--- src/rtl/ocsum_engine.sv ---
module ocsum_engine #(
  parameter int AW = 16,
  parameter int CW = 16
) (
  input  logic          clk,
  input  logic          rst_n,
  input  logic          start,
  input  logic [AW-1:0] start_addr,
  input  logic [CW-1:0] start_count,
  input  logic [15:0]   start_sum,
  input  logic          suspend_req,
  input  logic          suspend_en,
  output logic          mem_req,
  output logic [AW-1:0] mem_addr,
  input  logic [15:0]   mem_rdata,
  input  logic          mem_valid,
  output logic          busy,
  output logic          done,
  output logic          suspended,
  output logic [15:0]   sum_o,
  output logic [AW-1:0] addr_o,
  output logic [CW-1:0] cnt_o
);
  typedef enum logic [1:0] {S_IDLE, S_BND, S_WAIT} st_t;

  st_t           st;
  logic [AW-1:0] addr_q;
  logic [CW-1:0] cnt_q;
  logic [15:0]   sum_q;
  logic [16:0]   add_w;
  logic [15:0]   wrap_w;

  assign add_w  = {1'b0, sum_q} + {1'b0, mem_rdata};
  assign wrap_w = add_w[15:0] + {15'b0, add_w[16]};

  assign mem_req  = (st == S_WAIT);
  assign mem_addr = addr_q;
  assign busy     = (st != S_IDLE);
  assign sum_o    = sum_q;
  assign addr_o   = addr_q;
  assign cnt_o    = cnt_q;

  always_ff @(posedge clk or negedge rst_n) begin
    if (!rst_n) begin
      st        <= S_IDLE;
      addr_q    <= '0;
      cnt_q     <= '0;
      sum_q     <= '0;
      done      <= 1'b0;
      suspended <= 1'b0;
    end else begin
      done      <= 1'b0;
      suspended <= 1'b0;
      unique case (st)
        S_IDLE: if (start) begin
          addr_q <= start_addr;
          cnt_q  <= start_count;
          sum_q  <= start_sum;
          st     <= S_BND;
        end
        S_BND: begin
          if (cnt_q == '0) begin
            if (sum_q == 16'hFFFF) sum_q <= '0;
            done <= 1'b1;
            st   <= S_IDLE;
          end else if (suspend_req && suspend_en) begin
            suspended <= 1'b1;
            st        <= S_IDLE;
          end else begin
            st <= S_WAIT;
          end
        end
        S_WAIT: if (mem_valid) begin
          sum_q  <= {wrap_w[14:0], wrap_w[15]};
          addr_q <= addr_q + 1'b1;
          cnt_q  <= cnt_q - 1'b1;
          st     <= S_BND;
        end
        default: st <= S_IDLE;
      endcase
    end
  end
endmodule

--- config.mk ---
export PLATFORM = sky130hd
export DESIGN_NAME = ocsum_engine
export DESIGN_NICKNAME = d
export VERILOG_FILES = /design/src/rtl/ocsum_engine.sv
export SDC_FILE = /design/constraint.sdc
export NUM_CORES = 1
export LEC_CHECK = 0
export BUFFER_PORTS_ARGS = -buffer_cell sky130_fd_sc_hd__buf_2
export CORE_MARGIN = 2
export CORE_UTILIZATION = 52
export DETAILED_ROUTE_END_ITERATION = 6
export PLACE_DENSITY_LB_ADDON = 0.15
export SYNTH_ARGS = -nofsm -noshare
export SYNTH_HDL_FRONTEND = slang
export SYNTH_SLANG_ARGS = --single-unit
--- constraint.sdc ---
create_clock -name clk -period 5 [get_ports clk]
set_clock_uncertainty 0.2 [all_clocks]
set_input_delay 0.5 -clock clk [delete_from_list [all_inputs] [get_ports clk]]
set_output_delay 0.5 -clock clk [all_outputs]
set_load 0.01 [all_outputs]
* Yosys cells after proc, flatten, opt, wreduce, memory -nomap -nowiden
Index checks and enable logic that the tools add are counted.
** Operators by class
- Multipliers :: 0
- $lt $le $gt $ge :: 0
- Bitwise operators :: 0
- Add/subtract/negate cells :: 4
- Muxes and demuxes :: 21
- Reductions and logical operators :: 9
- Divide/modulo/power cells :: 0
- Shifts and indexed selects :: 0
- Equality and inequality tests :: 7
** Operators with widths (number)
- $mux 16 :: 8
- $pmux 16 s2 :: 2
- $pmux 16 s3 :: 1
- $add 16x16->17 :: 1
- $add 16x1->16 :: 1
- $add 16x1->16 const B :: 1
- $eq 16x16->1 const B :: 1
- $logic_not 16->1 :: 1
- $sub 16x1->16 const B :: 1
- $mux 2 :: 4
- $ne 2x2->1 const B :: 3
- $pmux 2 s3 :: 1
- $mux 1 :: 5
- $reduce_and 5->1 :: 1
- $reduce_bool 2->1 :: 2
- $reduce_and 3->1 :: 1
- $reduce_bool 3->1 :: 1
- $eq 2x1->1 const B :: 1
- $eq 2x2->1 const B :: 1
- $logic_not 2->1 :: 1
- $ne 2x1->1 const B :: 1
- $reduce_and 2->1 :: 1
- $logic_and 1x1->1 :: 1
** Storage, ports and cells
- Bits in latches :: 0
- Memory bits (writable) :: 0
- Memories kept :: 0
- Output and inout bits :: 68
- ROM bits :: 0
- Flip-flop bits (word level) :: 52
- Logic and storage cells :: 47
- Bits of input ports :: 70

* Depth between registers and ports, before layout
Gate-level depths: netlist of run 1.
- Depth in word-level cells :: 4
- Gate-level depth with buffers :: 18
- Mapped depth without buffers :: 18

* Worst setup path after synthesis of run 1
Ideal clock, no wire load.
- Path type :: input-to-reg
- From :: input port mem_rdata[0]
- To :: register sum_q[13], in the netlist sum_o[13]
- Path slack :: 927 ps
- Data required time :: 4679 ps
- Arrival :: 3752 ps
- Buffers on the path :: 0
- Library setup time :: 121 ps
- Stages on the path :: 18
- Path through :: ha_1 -> fa_1 -> a21o_1 -> a221o_1 -> o221ai_1 -> nand2b_1 -> a21o_1 -> a21o_1 -> a21o_1 -> ha_1 -> ha_1 -> nand3_1 -> nor4_1 -> nand2_1 -> nor2_1 -> and4b_2 -> o21a_1 -> o22a_1
** Between the ends
- Word-level cells in the longest chain between the ends :: 4
** Ends and longest elaborated chain
- from (decl) :: RTL line 15 : input logic [15:0] mem_rdata,
- $add 16x16->17 :: RTL line 33 : assign add_w = {1'b0, sum_q} + {1'b0, mem_rdata};
- $add 16x1->16 :: RTL line 34 : assign wrap_w = add_w[15:0] + {15'b0, add_w[16]};
- $mux 16 :: RTL line 73 : S_WAIT: if (mem_valid) begin
- $pmux 16 s3 :: RTL line 54 : unique case (st)
- to (signal assigned) :: RTL line 58 : sum_q <= start_sum;
- to (signal assigned) :: RTL line 74 : sum_q <= {wrap_w[14:0], wrap_w[15]};
- to (decl) :: RTL line 29 : logic [15:0] sum_q;
Every way passes these cells. The select of a mux whose other input is x is not followed.
A chain may end at the register's enable or synchronous reset.

* Final worst setup path of run 1
- From :: register sum_q[0], in the netlist sum_o[0]
- To :: register sum_q[13], in the netlist sum_o[13]
** Between the ends
- Word-level cells in the longest chain between the ends :: 4
- Elaborated cells between the ends (all ways) :: 7
- Those cells by class :: add/sub: 2; eq/ne: 2; mux: 2; reduce/logical: 1
** Ends and longest elaborated chain (RTL line)
- $add 16x16->17 :: 33
- $add 16x1->16 :: 34
- $mux 16 :: 73
- $pmux 16 s3 :: 54
Parallel ways exist; a longest one is shown, timed or not. The select of a mux whose other input is x is not followed.

==> results_dict.tcl, run 1 <==
set metrics [dict create \
    cpPeakStageDelay_ns 0.45 \
    die_x_um 94.6 \
    numCtsBuffers 5 \
    p_int_uw 1800 \
    cp_slowest_cell "dfrtp_1" \
    grt_use_total_pct 26.1 \
    layout-drive-gt1-share_pct 27.2 \
    p_sw_uw 1900 \
    start_kind "register" \
    io_pins 138 \
    syn_area_per_cell_sq_um 8.40 \
    die_h_um 94.6 \
    dp_hpwl_um 8850 \
    drv_slew 0 \
    grt_start_max_net_pins 53 \
    syn_nets 603 \
    post_cts_buffers 0 \
    ant_nets 0 \
    synth_edf_count 0 \
    worst_pin_slew_ns 0.738 \
    crit_chain "ha_1 -> fa_1 -> a21o_1 -> a221o_1 -> o221ai_1 -> nand2b_1 -> a21o_1 -> a21o_1 -> a21o_1 -> ha_1 -> ha_1 -> nand3_1 -> nor4_1 -> nand2_1 -> nor2_1 -> and4b_2 -> o21a_1 -> o22a_1" \
    wl_per_cell_um 16.1 \
    fin_crit_sh_pct 88.2 \
    critPathRequiredTime_ns 5.00 \
    ys_seq_elements 52 \
    yosysSeqAreaShare_pct 30.5 \
    crit_path_end_kind "register" \
    antenna_cells 0 \
    drtIter0Drc 140 \
    syn_area_sq_um 4270 \
    dp_slack_ns 0.446 \
    coreArea_sq_um 8090 \
    wirelength_um 11600 \
    total_power_uw 3700 \
    peakVddDrop_mv 0.309 \
    powerDensity_nw_per_um2 744 \
    first_global_vias 3971 \
    area_growth_pct 16.7 \
    fin_setup_tns_ns 0 \
    layout.nets 713 \
    cts_tree "built" \
    clockBufferDepth 2 \
    p_sw_share_pct 51.4 \
    row_count 33 \
    dpl-instance-area_sq_um 4880 \
    finalSetupViolations 0 \
    crit_fanout 4 \
    async_flop_share_pct 100 \
    overflow 0 \
    p_leak_uw 0.00230 \
    io_buffers 137 \
    worst_path_most_repeated_cell "a21o_1" \
    p_comb_share_pct 67.2 \
    die-area_sq_um 8950 \
    arrival_ns 4.41 \
    period_minus_slack_ns 4.41 \
    via_per_inst 5.89 \
    nFillCells 782 \
    max-cap-violations 0 \
    clk_latency_ns 0.30 \
    dp.cells 716 \
    cts_hold_buf 0 \
    yosysWarningCount 0 \
    synth_cell_types 70 \
    cts.sinks 52 \
    seq_power_share_pct 25.8 \
    start_util_pct 52.7 \
    netlist_instances 508 \
    drcViolationCount 0 \
    first_pass_iters 4 \
    grt_setup_unrepaired "false" \
    hold_viol_final 0 \
    setup_ws_ns 0.588 \
    outcome "completed" \
    clkPwrFrac_pct 7.0 \
    max_slew_margin_pct 50.7 \
    htreeDepth 2 \
    root_buffer "clkbuf_8" \
    final_design_area_no_fill_sq_um 4980 \
    place.gp.congestion 0.880 \
    hp-class "input port to async pin" \
    path_class "register to register" \
    clk_pin_slew_ns 0.09 \
    antenna_found_initial 0 \
    yosys_most_used_dff "dfrtp_1" \
    fmaxAchievable_ghz 0.227 \
    cts_resized 0 \
    route.vias.total 4262 \
    grt_pass1_wl_um 18800 \
    instances_no_fill 723 \
]
-- worst paths after layout --
path / startpoint / end / slack, ns / cells after the start
min in group clk: start_addr[4] / addr_o[4] / 0.23 / 3
worst max-delay path: sum_o[0] / sum_o[13] / 0.59 / 18
worst max register to register: sum_o[0] / sum_o[13] / 0.59 / 18
worst min register to register: st[1] / st[1] / 0.35 / 1
worst min-delay path: rst_n / cnt_o[3] / 0.1 / 2
max in group asynchronous: rst_n / sum_o[5] / 4.03 / 2
-- registers in the layout, summed over array words and instances (netlist names) --
register   cells
done           1
sum_o         16
cnt_o         16
st             2
suspended      1
addr_o        16
-- critical path, delay by kind of cell, from the launching register on --
family	cells	cell delay [ns]
AOI/OAI and AO/OA	8	1.83
adders and majority gates	4	1.10
DFF	1	0.45
and+or+nand+nor	6	0.74
-- synth_stat cells (3+ instances only) --
library cell | instances | area [sq um]
a21boi_0 | 3 | 22.5
o21a_1 | 13 | 97.6
o31ai_1 | 3 | 22.5
buf_6 | 3 | 33.8
or4_1 | 3 | 22.5
a31oi_1 | 6 | 37.5
o221ai_1 | 10 | 87.6
a221o_1 | 3 | 30.0
nand3_1 | 23 | 115
a211oi_1 | 7 | 52.6
nor4_1 | 7 | 43.8
nor2_1 | 33 | 124
xor2_1 | 6 | 52.6
buf_4 | 16 | 120
clkbuf_1 | 15 | 56.3
nor3b_1 | 3 | 22.5
o22ai_1 | 25 | 156
and3_1 | 8 | 50.1
nor2b_1 | 3 | 18.8
a22oi_1 | 5 | 37.5
ha_1 | 24 | 300
xnor2_1 | 13 | 114
and2_1 | 4 | 25.0
a211o_1 | 3 | 26.3
a21oi_1 | 39 | 195
o21ai_0 | 34 | 170
nand2_1 | 33 | 124
nor3_1 | 14 | 70.1
o211ai_1 | 3 | 22.5
nand4_1 | 9 | 56.3
mux2i_1 | 11 | 110
inv_1 | 22 | 82.6
a21o_1 | 12 | 90.1
dfrtp_1 | 52 | 1300
-- routing by layer --
metal  up-vias  part of all wire, %  wire length, um  track usage [%]
met3        12                  5.8              672             3.67
met1      2000                   44             5120             34.6
met2       134                   49             5690             45.1
met5         -                    0                0                0
li1       2116                    -                -                -
met4         0                  1.3              154             6.28
-- power groups by stage --
stage / combinational, uW / sequential, uW / clock (uW)
final: 2490 / 956 / 260
after global routing: 2770 / 998 / 286
after CTS: 2490 / 951 / 269
after detailed placement: 2480 / 958 / 0
after global placement: 2440 / 949 / 0
after floorplan: 1830 / 979 / 0
-- kinds of logic after synthesis --
family / after synthesis / synth area share (%)
adder cells (fa/ha/maj): 25 / 7.51
multiplexers: 11 / 2.58
buffers and inverters: 60 / 7.57
flip-flops: 52 / 30.5
AND/OR/NAND/NOR: 157 / 19.0
AO/OA/AOI/OAI: 184 / 29.0
XOR/XNOR: 19 / 3.90
-- layout make-up --
cell class	instances	area [sq um]	share of cell area, %
well taps	105	131	2.64
flip-flops and latches	52	1300	26.1
inverters	22	82.6	1.66
repair buffers	141	716	14.4
clock buffers	7	96.3	1.93
multi-input cells	396	2650	53.3
-- placed cells by master (no fill, tap or decap), types with 5 or more instances in the layout --
cell type	count
o22ai_1	25
clkbuf_8	7
o21ai_0	34
a22oi_1	5
dfrtp_1	52
a21oi_1	38
nand3_1	23
o21a_1	13
nor4_1	7
o221ai_1	10
a31oi_1	6
xnor2_1	13
a21o_1	12
and3_1	8
ha_1	24
xor2_1	6
mux2i_1	11
a211oi_1	7
buf_2	137
nand4_1	9
inv_1	22
nand2_1	33
nor3_1	14
nor2_1	33
-- per-stage QoR --
stage / util (%) / hold WS (ns)
floorplan: - / 0.00441
global placement: 60.4 / 0.321
detailed placement: 60.4 / 0.334
CTS: 61.5 / 0.136
global route: 61.5 / 0.152
finish: 61.5 / 0.0977
No activity file was read; power rests on OpenSTA's default activity.
==> run 2, diff against run 1 <==
ABC_AREA = 1   (was unset)
CORE_UTILIZATION = 53   (was 52)
==> run 2 against run 1 <==
  * Sequential power decreased by 8.9%
  * Clock power increased by 14%
  * Cell area increased by 7.1%
  * Worst hold slack improved by 0.010 ns
  * Total power decreased by 4.9%
  * Largest power group unchanged
==> results_dict.tcl, run 2 <==
set metrics [dict create \
    outcome "completed" \
    wl_per_cell_um 13.7 \
    cpPeakStageDelay_ns 0.44 \
    crit_chain "ha_1 -> nand2_1 -> nor2_1 -> and2_1 -> nand2_1 -> nand2_1 -> a21oi_1 -> o21bai_1 -> ha_1 -> ha_1 -> inv_1 -> nor2_1 -> nand3_1 -> nor2_1 -> nand2_1 -> nor2_1 -> nand2_1 -> nand2_1 -> nor2_1 -> nor2_1 -> a21oi_1" \
    finalSetupViolations 0 \
    hold_viol_final 0 \
    peakVddDrop_mv 0.317 \
    fmaxAchievable_ghz 0.284 \
    die-area_sq_um 9380 \
    max-cap-violations 0 \
    start_kind "register" \
    clk_latency_ns 0.31 \
    first_pass_iters 4 \
    seq_area_sq_um 1300 \
    drcViolationCount 0 \
    die_x_um 96.9 \
    path_buf_inv 1 \
    synth_area_leader_cell "dfrtp_1" \
    grt_setup_unrepaired "false" \
    coreArea_sq_um 8300 \
    place.gp.congestion 0.919 \
    grt_start_max_net_pins 53 \
    crit_family "simple AND/OR/NAND/NOR gates" \
    worst_pin_slew_ns 0.704 \
    layout.nets 910 \
    crit_fanout 6 \
    overflow 0 \
    cts_hold_buf 0 \
    antenna_found_initial 0 \
    start_util_pct 55.1 \
    total_power_uw 3520 \
    nFillCells 812 \
    grt_use_total_pct 27.3 \
    cts.sinks 52 \
    layout-drive-gt1-share_pct 21.2 \
    fin_crit_sh_pct 70.5 \
    via_per_inst 5.20 \
    final_cell_mix "nand2_1 (187), buf_2 (137), inv_1 (113)" \
    htreeDepth 2 \
    cp_slowest_cell "dfrtp_1" \
    clockBufferDepth 2 \
    antenna_cells 0 \
    ant_nets 0 \
    numCtsBuffers 5 \
    io_pins 138 \
    powerDensity_nw_per_um2 661 \
    fin_hold_ws_ns 0.108 \
    wirelength_um 12600 \
    hp-class "input port to async pin" \
    r2r.worst_path.cells 21 \
    path_class "register to register" \
    cts_tree "built" \
    area_growth_pct 16.7 \
    crit_path_end_kind "register" \
    r2r_setup_slack_ns 1.48 \
    critPathRequiredTime_ns 4.99 \
    rr_endpoint "sum_o[11]" \
    first_global_vias 4783 \
    layout_commonest_cell "nand2_1" \
    max_slew_margin_pct 53.0 \
    syn_area_per_cell_sq_um 6.52 \
    fin_setup_tns_ns 0 \
    multi_input_area_sq_um 2640 \
    io_buffers 137 \
    netlist_instances 701 \
    synth_top_area_share_pct 28.5 \
    synthTopCellsByArea "dfrtp_1 (28%), nand2_1 (15%), inv_1 (9.3%)" \
    drv_slew 0 \
    arrival_ns 3.52 \
    root_buffer "clkbuf_8" \
    period_minus_slack_ns 3.52 \
    endpoint "sum_o[11]" \
    row_count 33 \
    async_flop_share_pct 100 \
    yosys_most_used_dff "dfrtp_1" \
    r2r_start "sum_o[9]" \
    syn_area_sq_um 4570 \
    critPathLaunch "sum_o[9]" \
    route.vias.total 4788 \
    post_cts_buffers 0 \
    synth_commonest_cells "nand2_1 (187), inv_1 (113), nor2_1 (71)" \
    drtIter0Drc 148 \
    yosysSeqAreaShare_pct 28.5 \
    syn_nets 796 \
    cts_resized 0 \
    ys_seq_elements 52 \
    synth_edf_count 0 \
    synth_cell_types 49 \
    dp_hpwl_um 10000 \
    grt_pass1_wl_um 21400 \
    dpl-instance-area_sq_um 5220 \
    p_leak_uw 0.00298 \
    clk_pin_slew_ns 0.10 \
    path_depth 21 \
    yosysMostFrequentCell "nand2_1" \
    final_design_area_no_fill_sq_um 5330 \
    die_h_um 96.9 \
    yosysWarningCount 0 \
]
-- run 2: cell count changes after synthesis, moves of 7 or more --
cell      change
a21oi_1      -15
o21a_1       -11
nand3_1      +21
xnor2_1      -11
o22ai_1      -14
inv_1        +91
o21ai_0      +18
nor2_1       +38
nand2_1     +154
and3_1        -8
o221ai_1      -7
mux2i_1      -11
a21o_1       -12
xor2_1       +10
-- run 2: cell type report --
type,instances,share of cell area (%)
multi-input cells,500,49.5
flip-flops and latches,52,24.4
repair buffers,141,13.4
inverters,115,8.14
well taps,105,2.46
clock buffers,5,1.29
clock inverters,3,0.798
-- run 2: kinds of logic (layout without fill, tap and decap cells) --
kind of cell | count (synthesis) | after routing | share of synthesized area, %
and+or+nand+nor | 339 | 339 | 31.9
buffers and inverters | 149 | 264 | 13.9
AOI/OAI and AO/OA | 118 | 118 | 15.4
DFF | 52 | 52 | 28.5
adders and majority gates | 25 | 25 | 7.01
xor gates and xnor gates | 18 | 18 | 3.45
-- run 2: worst min path at each step --
stage                     startpoint         to  cells past startpoint  slack [ns]
final                          rst_n  cnt_o[13]                      2        0.11
after global routing           rst_n  cnt_o[14]                      2        0.16
after CTS                      rst_n  cnt_o[14]                      2        0.13
after detailed placement   cnt_o[15]  cnt_o[15]                      2        0.32
after global placement     cnt_o[15]  cnt_o[15]                      2        0.30
after floorplan                rst_n  addr_o[0]                      0       0.004
-- run 2: per-layer routing --
layer  wire length, um  GRT usage, %  up-vias
li1                  -             -     2458
met1              5290          32.2     2189
met2              6390          50.9      113
met3               529          3.18       28
met4               365          9.53        0
met5                 0             0        -
-- run 2: report_power, final --
part | total, uW | switching (uW) | internal, uW | leakage (uW)
sequential | 871 | 241 | 630 | 0.000633
clock | 296 | 147 | 148 | 0.0000541
combinational | 2360 | 1500 | 859 | 0.00230
total | 3520 | 1890 | 1640 | 0.00298
-- run 2: metrics by stage --
stage | setup WS [ns] | instances | utilization (%)
after floorplan | 1.81 | 701 | -
after global placement | 1.45 | 913 | 62.9
after detailed placement | 1.34 | 913 | 62.9
after CTS | 1.48 | 921 | 64.3
after global routing | 0.998 | 921 | 64.3
final | 1.48 | 921 | 64.3
==> run 3, diff against run 2 <==
ABC_AREA = 0   (was 1)
CORE_UTILIZATION = 52   (was 53)
clock period = 3.3 ns   (was 5 ns; I/O delays follow)
==> run 3 against run 2 <==
  * The run now ends with setup timing left
  * Non-clock buffer count increased by 60
  * Sequential power increased by 60%
  * Via count decreased by 2.6%
  * Sequential share of layout area decreased by 1.0 points
  * Flip-flop and latch count unchanged
  * Highest routed layer unchanged
==> results_dict.tcl, run 3 (synthesis gave the netlist of run 1 again) <==
set metrics [dict create \
    outcome "finished with violations" \
    violations "setup timing" \
    max-cap-violations 0 \
    fin_hold_ws_ns 0.0379 \
    clk_latency_ns 0.32 \
    fin_crit_sh_pct 112 \
    die_h_um 94.6 \
    holdPathEnd "addr_o[14]" \
    start_kind "register" \
    hold_path_startpoint "start_addr[14]" \
    instances_no_fill 784 \
    rr_endpoint "sum_o[13]" \
    arrival_ns 3.71 \
    cts_tree "built" \
    drcViolationCount 0 \
    start_util_pct 52.7 \
    nFillCells 730 \
    ant_nets 0 \
    min_path_cells 3 \
    max_slew_margin_pct 46.3 \
    clockBufferDepth 2 \
    grt_start_max_net_pins 46 \
    crit_fanout 4 \
    path_class "register to register" \
    die_x_um 94.6 \
    clk_pin_slew_ns 0.11 \
    grt_pass1_wl_um 20900 \
    worst_pin_slew_ns 0.806 \
    p_leak_uw 0.00261 \
    powerDensity_nw_per_um2 1140 \
    row_count 33 \
    drtIter0Drc 154 \
    route.vias.total 4662 \
    io_buffers 137 \
    grt_setup_unrepaired "true" \
    via_per_inst 5.95 \
    first_global_vias 4484 \
    setup_ws_ns -0.411 \
    r2r.worst_path.cells 18 \
    wirelength_um 12800 \
    antenna_cells 0 \
    dp_hpwl_um 9830 \
    grt_use_total_pct 29.3 \
    antenna_found_initial 0 \
    hp-class "input port to register" \
    drv_slew 0 \
    htreeDepth 2 \
    root_buffer "clkbuf_8" \
    crit_path_end_kind "register" \
    peakVddDrop_mv 0.637 \
    place.gp.congestion 0.987 \
    multi_input_area_sq_um 2790 \
    first_pass_iters 5 \
    r2r_start "sum_o[0]" \
    critPathRequiredTime_ns 3.30 \
    worst_path_most_repeated_cell "a21o_1" \
    final_cell_mix "buf_2 (137), buf_4 (61), dfrtp_1 (52)" \
    coreArea_sq_um 8090 \
    dp.cells 768 \
    overflow 0 \
    dp_slack_ns -0.536 \
    numCtsBuffers 5 \
    utilization_pct 68.8 \
    cpPeakStageDelay_ns 0.40 \
    r2r_setup_slack_ns -0.41 \
    die-area_sq_um 8950 \
    wl_per_cell_um 16.3 \
    period_minus_slack_ns 3.71 \
    io_pins 138 \
    area_growth_pct 30.6 \
    hold_viol_final 0 \
    finalSetupViolations 14 \
    layout_commonest_cell "buf_2" \
    cts.sinks 52 \
    crit_chain "ha_2 -> fa_2 -> a21o_1 -> a221o_1 -> o221ai_2 -> nand2b_1 -> a21o_1 -> a21o_1 -> a21o_1 -> ha_4 -> ha_4 -> nand3_4 -> nor4_4 -> nand2_2 -> nor2_4 -> and4b_2 -> o21a_1 -> o22a_1" \
    layout-drive-gt1-share_pct 36.5 \
    seq_area_sq_um 1300 \
    layout.nets 773 \
    total_power_uw 6370 \
    cp_slowest_cell "dfrtp_1" \
    fmaxAchievable_ghz 0.269 \
]
[run 3: where the power goes]
group / switching, uW / total (uW) / internal [uW]
combinational: 2550 / 4600 / 2050
clock: 235 / 386 / 151
sequential: 417 / 1390 / 971
[run 3: layout make-up]
class | instances | area share [%]
clock buffer | 5 | 1.24
clock inverter | 3 | 0.382
inverter | 22 | 1.48
multi-input combinational | 396 | 50.1
sequential | 52 | 23.4
tap | 105 | 2.36
timing repair buffer | 201 | 21.1
[run 3: layer usage]
| layer | up-vias | wire [um] | global-route usage [%] |
|---|---|---|---|
| met5 | - | 0 | 0 |
| met4 | 0 | 195 | 7.37 |
| met3 | 20 | 790 | 4.79 |
| met2 | 172 | 6560 | 53.5 |
| met1 | 2218 | 5260 | 36.0 |
| li1 | 2252 | - | - |
[run 3: what timing repair did]
action,CTS,global route
hold buffers,1,0
buffers inserted,6,2
pin swaps,12,4
gates resized for setup,14,7
endpoints found under the setup margin,14,15
hold endpoints to repair,33,0
[run 3: how the worst max path moves through the flow]
stage	from	to	slack, ns
floorplan	sum_o[0]	sum_o[13]	-0.47
global placement	mem_rdata[0]	sum_o[13]	-0.45
detailed placement	mem_rdata[0]	sum_o[13]	-0.54
CTS	sum_o[0]	sum_o[13]	-0.43
global route	sum_o[0]	sum_o[13]	-0.57
finish	sum_o[0]	sum_o[13]	-0.41
[run 3: worst max-delay path, delay by kind of cell (launching register included)]
| kind | cells | cell delay, ns |
|---|---|---|
| AOI/OAI and AO/OA | 8 | 1.54 |
| adders and majority gates | 4 | 0.87 |
| and+or+nand+nor | 6 | 0.59 |
| DFF | 1 | 0.40 |
[run 3: stage by stage]
step                instance area (sq um)  setup TNS [ns]
floorplan                            4310           -2.98
detailed placement                   5320           -5.15
global placement                     5320           -4.08
global route                         5570           -6.31
CTS                                  5510           -3.79
finish                               5570           -3.76
